### src/rtl/sram_wipe_pkg.sv
package sram_wipe_pkg;
  localparam int unsigned BUS_AW = 8;
  localparam int unsigned BUS_DW = 32;

  localparam logic [BUS_AW-1:0] OFS_CTRL = 8'h18;
  localparam logic [BUS_AW-1:0] OFS_CFG  = 8'h1C;
  localparam logic [BUS_AW-1:0] OFS_KEY  = 8'h20;

  localparam logic [7:0] KEY_FIRST  = 8'hCA;
  localparam logic [7:0] KEY_SECOND = 8'h53;

  localparam int unsigned NUM_LOCKS = 4;
  localparam int unsigned PAR_BIT   = 8;
  localparam int unsigned BRK_LOCK  = 3;

  typedef enum logic [1:0] {
    KS_LOCKED = 2'd0,
    KS_HALF   = 2'd1,
    KS_OPEN   = 2'd2
  } key_state_e;
endpackage

### src/rtl/wipe_key_gate.sv
module wipe_key_gate
  import sram_wipe_pkg::*;
(
  input  logic       clk,
  input  logic       rst,
  input  logic       key_we_i,
  input  logic [7:0] key_val_i,
  input  logic       consume_i,
  output logic       open_o
);
  key_state_e state_q, state_d;

  always_comb begin
    state_d = state_q;
    if (key_we_i) begin
      if (key_val_i == KEY_FIRST)
        state_d = KS_HALF;
      else if (key_val_i == KEY_SECOND && state_q == KS_HALF)
        state_d = KS_OPEN;
      else
        state_d = KS_LOCKED;
    end else if (consume_i) begin
      state_d = KS_LOCKED;
    end
  end

  always_ff @(posedge clk) begin
    if (rst) state_q <= KS_LOCKED;
    else     state_q <= state_d;
  end

  assign open_o = (state_q == KS_OPEN);

  AST_OPEN_NEEDS_SECOND_KEY: assert property (@(posedge clk) disable iff (rst)
    $rose(open_o) |-> ($past(key_we_i) && $past(key_val_i) == KEY_SECOND));
  AST_CONSUME_RELOCKS: assert property (@(posedge clk) disable iff (rst)
    (consume_i && !key_we_i) |=> !open_o);
endmodule

### src/rtl/wipe_engine.sv
module wipe_engine #(
  parameter int unsigned DEPTH = 64,
  localparam int unsigned AW = (DEPTH > 1) ? $clog2(DEPTH) : 1
) (
  input  logic          clk,
  input  logic          rst,
  input  logic          start_i,
  output logic          busy_o,
  output logic          done_o,
  output logic          mem_we_o,
  output logic [AW-1:0] mem_addr_o
);
  logic          busy_q;
  logic [AW-1:0] addr_q;
  logic          last_w;

  assign last_w = (addr_q == AW'(DEPTH - 1));

  always_ff @(posedge clk) begin
    if (rst) begin
      busy_q <= 1'b0;
      addr_q <= '0;
    end else if (busy_q) begin
      if (last_w) begin
        busy_q <= 1'b0;
        addr_q <= '0;
      end else begin
        addr_q <= addr_q + 1'b1;
      end
    end else if (start_i) begin
      busy_q <= 1'b1;
      addr_q <= '0;
    end
  end

  assign busy_o     = busy_q;
  assign done_o     = busy_q && last_w;
  assign mem_we_o   = busy_q;
  assign mem_addr_o = addr_q;

  AST_ADDR_STEPS_BY_ONE: assert property (@(posedge clk) disable iff (rst)
    (mem_we_o && !done_o) |=> (mem_we_o && mem_addr_o == $past(mem_addr_o) + 1'b1));
  AST_WALK_STARTS_AT_ZERO: assert property (@(posedge clk) disable iff (rst)
    $rose(mem_we_o) |-> (mem_addr_o == '0));
  AST_BUSY_ENDS_AT_TOP: assert property (@(posedge clk) disable iff (rst)
    $fell(busy_o) |-> ($past(mem_addr_o) == AW'(DEPTH - 1)));
endmodule

### src/rtl/wipe_cfg_regs.sv
module wipe_cfg_regs
  import sram_wipe_pkg::*;
(
  input  logic                 clk,
  input  logic                 rst,
  input  logic                 we_i,
  input  logic [BUS_DW-1:0]    wdata_i,
  input  logic                 par_err_i,
  output logic [NUM_LOCKS-1:0] lock_o,
  output logic                 par_flag_o
);
  logic [NUM_LOCKS-1:0] lock_q;
  logic                 par_q;

  for (genvar g = 0; g < NUM_LOCKS; g++) begin : g_lock
    always_ff @(posedge clk) begin
      if (rst)                     lock_q[g] <= 1'b0;
      else if (we_i && wdata_i[g]) lock_q[g] <= 1'b1;
    end

    AST_LOCK_STICKY: assert property (@(posedge clk) disable iff (rst)
      lock_q[g] |=> lock_q[g]);
  end

  always_ff @(posedge clk) begin
    if (rst)                           par_q <= 1'b0;
    else if (par_err_i)                par_q <= 1'b1;
    else if (we_i && wdata_i[PAR_BIT]) par_q <= 1'b0;
  end

  assign lock_o     = lock_q;
  assign par_flag_o = par_q;

  AST_PARITY_SET_WINS: assert property (@(posedge clk) disable iff (rst)
    par_err_i |=> par_flag_o);
  AST_PARITY_HOLD_NO_CLEAR: assert property (@(posedge clk) disable iff (rst)
    (par_flag_o && !(we_i && wdata_i[PAR_BIT])) |=> par_flag_o);
endmodule

### src/rtl/sram_wipe_ctl.sv
module sram_wipe_ctl
  import sram_wipe_pkg::*;
#(
  parameter int unsigned DEPTH = 64,
  parameter int unsigned MEM_DW = 32,
  localparam int unsigned MEM_AW = (DEPTH > 1) ? $clog2(DEPTH) : 1
) (
  input  logic              clk,
  input  logic              rst,
  input  logic              bus_we,
  input  logic [BUS_AW-1:0] bus_addr,
  input  logic [BUS_DW-1:0] bus_wdata,
  output logic [BUS_DW-1:0] bus_rdata,
  input  logic              par_err_i,
  input  logic              ecc_err_i,
  output logic              brk_o,
  output logic              mem_we_o,
  output logic [MEM_AW-1:0] mem_addr_o,
  output logic [MEM_DW-1:0] mem_wdata_o
);
  logic wr_ctrl, wr_cfg, wr_key;
  logic open_w, start_w, busy_w, done_w;
  logic req_q;
  logic [NUM_LOCKS-1:0] lock_w;
  logic par_flag_w;
  logic [BUS_DW-1:0] rd_d;
  logic brk_q;

  assign wr_ctrl = bus_we && (bus_addr == OFS_CTRL);
  assign wr_cfg  = bus_we && (bus_addr == OFS_CFG);
  assign wr_key  = bus_we && (bus_addr == OFS_KEY);

  wipe_key_gate u_key (
    .clk       (clk),
    .rst       (rst),
    .key_we_i  (wr_key),
    .key_val_i (bus_wdata[7:0]),
    .consume_i (wr_ctrl),
    .open_o    (open_w)
  );

  assign start_w = wr_ctrl && bus_wdata[0] && open_w && !busy_w;

  wipe_engine #(.DEPTH(DEPTH)) u_eng (
    .clk        (clk),
    .rst        (rst),
    .start_i    (start_w),
    .busy_o     (busy_w),
    .done_o     (done_w),
    .mem_we_o   (mem_we_o),
    .mem_addr_o (mem_addr_o)
  );

  assign mem_wdata_o = '0;

  always_ff @(posedge clk) begin
    if (rst)          req_q <= 1'b0;
    else if (start_w) req_q <= 1'b1;
    else if (done_w)  req_q <= 1'b0;
  end

  wipe_cfg_regs u_cfg (
    .clk        (clk),
    .rst        (rst),
    .we_i       (wr_cfg),
    .wdata_i    (bus_wdata),
    .par_err_i  (par_err_i),
    .lock_o     (lock_w),
    .par_flag_o (par_flag_w)
  );

  always_comb begin
    rd_d = '0;
    case (bus_addr)
      OFS_CTRL: rd_d[1:0] = {busy_w, req_q};
      OFS_CFG: begin
        rd_d[NUM_LOCKS-1:0] = lock_w;
        rd_d[PAR_BIT]       = par_flag_w;
      end
      default: rd_d = '0;
    endcase
  end

  always_ff @(posedge clk) begin
    if (rst) begin
      bus_rdata <= '0;
      brk_q     <= 1'b0;
    end else begin
      bus_rdata <= rd_d;
      brk_q     <= ecc_err_i && lock_w[BRK_LOCK];
    end
  end

  assign brk_o = brk_q;

  AST_BRK_NEEDS_ECC: assert property (@(posedge clk) disable iff (rst)
    brk_o |-> $past(ecc_err_i));
  AST_BRK_NEEDS_LOCK: assert property (@(posedge clk) disable iff (rst)
    brk_o |-> lock_w[BRK_LOCK]);
  AST_START_NEEDS_KEY: assert property (@(posedge clk) disable iff (rst)
    $rose(busy_w) |-> $past(open_w));
  AST_REQ_TRACKS_BUSY: assert property (@(posedge clk) disable iff (rst)
    req_q == busy_w);
endmodule

### config.mk
export PLATFORM = sky130hd
export DESIGN_NAME = sram_wipe_ctl
export DESIGN_NICKNAME = d
export VERILOG_FILES = /design/src/rtl/sram_wipe_pkg.sv /design/src/rtl/wipe_key_gate.sv /design/src/rtl/wipe_engine.sv /design/src/rtl/wipe_cfg_regs.sv /design/src/rtl/sram_wipe_ctl.sv
export SDC_FILE = /design/constraint.sdc
export NUM_CORES = 1
export LEC_CHECK = 0
export CAP_MARGIN = 20
export CORE_MARGIN = 4
export CORE_UTILIZATION = 36
export CTS_BUF_LIST = sky130_fd_sc_hd__clkbuf_8
export CTS_CLUSTER_SIZE = 16
export DETAILED_ROUTE_END_ITERATION = 16
export PLACE_DENSITY = 0.89
export SYNTH_ARGS = -nofsm -noshare
export SYNTH_HDL_FRONTEND = slang
export SYNTH_HIERARCHICAL = 1
export SYNTH_SLANG_ARGS = --single-unit
### constraint.sdc
create_clock -name clk -period 4.9 [get_ports clk]
set_input_delay 0.98 -clock clk [delete_from_list [all_inputs] [get_ports clk]]
set_output_delay 0.98 -clock clk [all_outputs]
set_load 0.01 [all_outputs]
==> flow_summary.ini <==
[floorplanning]
row_count = 22
fp.dieW_um = 70.0
top_level_ports = 117
start_util_pct = 37.6
core-area_mm2 = 0.00369
die_h_um = 70.0
die_area_mm2 = 0.00490

[setup_path]
crit_path_end_kind = flip-flop
cp_cell_sequence = clkdlybuf4s50_1 -> or4_4 -> or3_4 -> nor3_1 -> nor2_1 -> o2bb2a_1 -> a21oi_1
rrSetupSlack_ns = 3.31
arrival_ns = 3.12
crit_type = in -> reg
cpMaxStageDelayCell = or4_4
critical_path.max_stage_delay_ns = 0.55
setup.worst_path.start_class = primary input
reg2reg_depth = 5
cp_max_fo = 5
worstPathRequired_ns = 5.01

[finish]
final_cell_mix = conb_1, clkdlybuf4s50_1, dfxtp_1, nor3_1, nor2_1
post-route-cell-area_mm2 = 0.00158
nFillCells = 370
diodes = 0
final_nets = 241
area_growth_pct = 14.3
drive_above_1_share_pct = 4.64
stdcell_count = 242
final_common_cell = conb_1

[logic_synthesis]
synthArstFlopShare_pct = 0
synth-edff-count = 0
synth_area_mm2 = 0.00139
synth-seq-cells = 21
synth_area_leader_cell = buf_4
syn-mean-instance-area_um2 = 8.66
ys_seq_area_share_pct = 30.4
synth_top_area_share_pct = 32.5
yosys_warnings = 6
yosysUniqueCellTypes = 37
synth_cells = 160
synth.area.top_cells = buf_4, dfxtp_1, nor3_1
synthFlopType = dfxtp_1

[clock_tree]
hold_buffers = 0
htreeDepth = 1
cts_sinks = 21
cts.path.max_buffers = 2
cts_tree = yes
cts_buffers = 3
clk_latency_ns = 0.25
cts_resized = 0
post_cts_buffers = 0
cts_root_buffer = clkbuf_8
clk_pin_slew_ns = 0.07

[routing]
dr_total_vias = 1054
first_pass_iters = 4
drt_iter0_drc = 83
wl_per_cell_um = 10.6
wirelength_um = 2560
drtAntennaViolNets = 0
avgViaCountPerCell = 4.36
route.detailed.drc = 0

[sta]
fin_crit_ns = 3.02
skew_ns = 0.00164
tns_ns = 0
slew_headroom_pct = 46.5
setup_viol = 0
finalCritPeriodShare_pct = 61.6
fmax_ghz = 0.331
tightest_slew_ns = 0.799
final_hold_viol_count = 0
slew_violations = 0
rsz0062_at_grt = no

[status]
status = complete, no violations

[global_route]
grt_overflow = 0
grt_max_degree = 25
grt_pass1_wl_um = 3710
grtUsageTotal_pct = 9.12
grt_pass1_vias = 882
antenna_found_initial = 0

[placement]
gp_congestion = 0.840
place_area_mm2 = 0.00154
port_buffers = 34
dp.final_hpwl_um = 2100
dp.cells = 238

[min_path]
min-delay-path-class = reg -> reg
min_path_cells = 2

[run]
maxCapViolations = 0

[power_and_ir_drop]
power_per_cell_area_mw_per_mm2 = 207
ir_worst_vdd_mv = 0.0818
p_leak_nw = 0.652
total_power_mw = 0.328
## cells by family after synthesis
logic type / Yosys count / synth area share, %
fa+ha+maj: 1 / 0.903
mux: 2 / 1.45
buf+inv: 66 / 34.7
simple gates: 49 / 21.0
compound gates: 20 / 11.3
flops: 21 / 30.4
other cells: 1 / 0.271
## through the flow
step / setup slack [ns] / hold WS [ns] / util [%]
after CTS: 1.90 / 0.467 / 42.9
after global routing: 1.84 / 0.499 / 42.9
after global placement: 1.71 / 0.443 / 41.7
final: 1.88 / 0.471 / 42.9
after floorplan: 2.27 / 0.418 / -
after detailed placement: 1.63 / 0.456 / 41.7
## final cells by class
| class | count | area (um2) | share of cell area [%] |
|---|---|---|---|
| multi-input cells | 131 | 702 | 44.3 |
| well taps | 48 | 60.1 | 3.79 |
| flip-flops and latches | 21 | 420 | 26.6 |
| clock buffers | 3 | 41.3 | 2.61 |
| clock inverters | 1 | 3.75 | 0.237 |
| repair buffers | 34 | 340 | 21.5 |
| inverters | 4 | 15.0 | 0.949 |
## critical path, delay by kind of cell
family	cells	cell delay (ns)
AND/OR/NAND/NOR	4	1.43
AO/OA/AOI/OAI	2	0.32
buffers and inverters	1	0.40
## final timing paths
check                   from                  end
max reg2reg     u_eng/busy_o  u_eng/mem_addr_o[3]
max              bus_addr[1]  u_eng/mem_addr_o[3]
min          u_cfg/lock_o[3]                brk_o
min reg2reg  u_cfg/lock_o[3]                brk_o
## sequential cells by signal (all words and copies together) (netlist names)
name,flops
u_eng/mem_addr_o,6
bus_rdata,5
u_cfg/lock_o,4
u_key/state_q,2
brk_o,1
req_q,1
u_cfg/par_flag_o,1
u_eng/busy_o,1
## metal layers
layer	vias up	global-route usage [%]	part of all wire, %
li1	505	-	-
met1	486	9.68	35
met2	61	16.3	53
met3	2	2.01	11
met4	0	5.53	1.4
met5	-	0	0
## Yosys cell counts (2+ instances only)
master and number:
nand3_1 2, nand2b_1 2, a21oi_1 8, a311oi_1 2, mux2i_1 2, nor2_1 9
nand4_1 2, inv_1 4, buf_4 60, nor3_1 9, nand2_1 7, nand4b_1 2
dfxtp_1 21, nand3b_1 4, a22o_1 2, and4b_1 3
## power by group
part	switching (mW)	internal, mW	leakage (nW)
Combinational	0.0306	0.0177	0.456
Sequential	0.000281	0.171	0.169
Clock	0.0523	0.0557	0.0269
Total	0.0833	0.245	0.652
No activity file was read; power rests on OpenSTA's default activity.
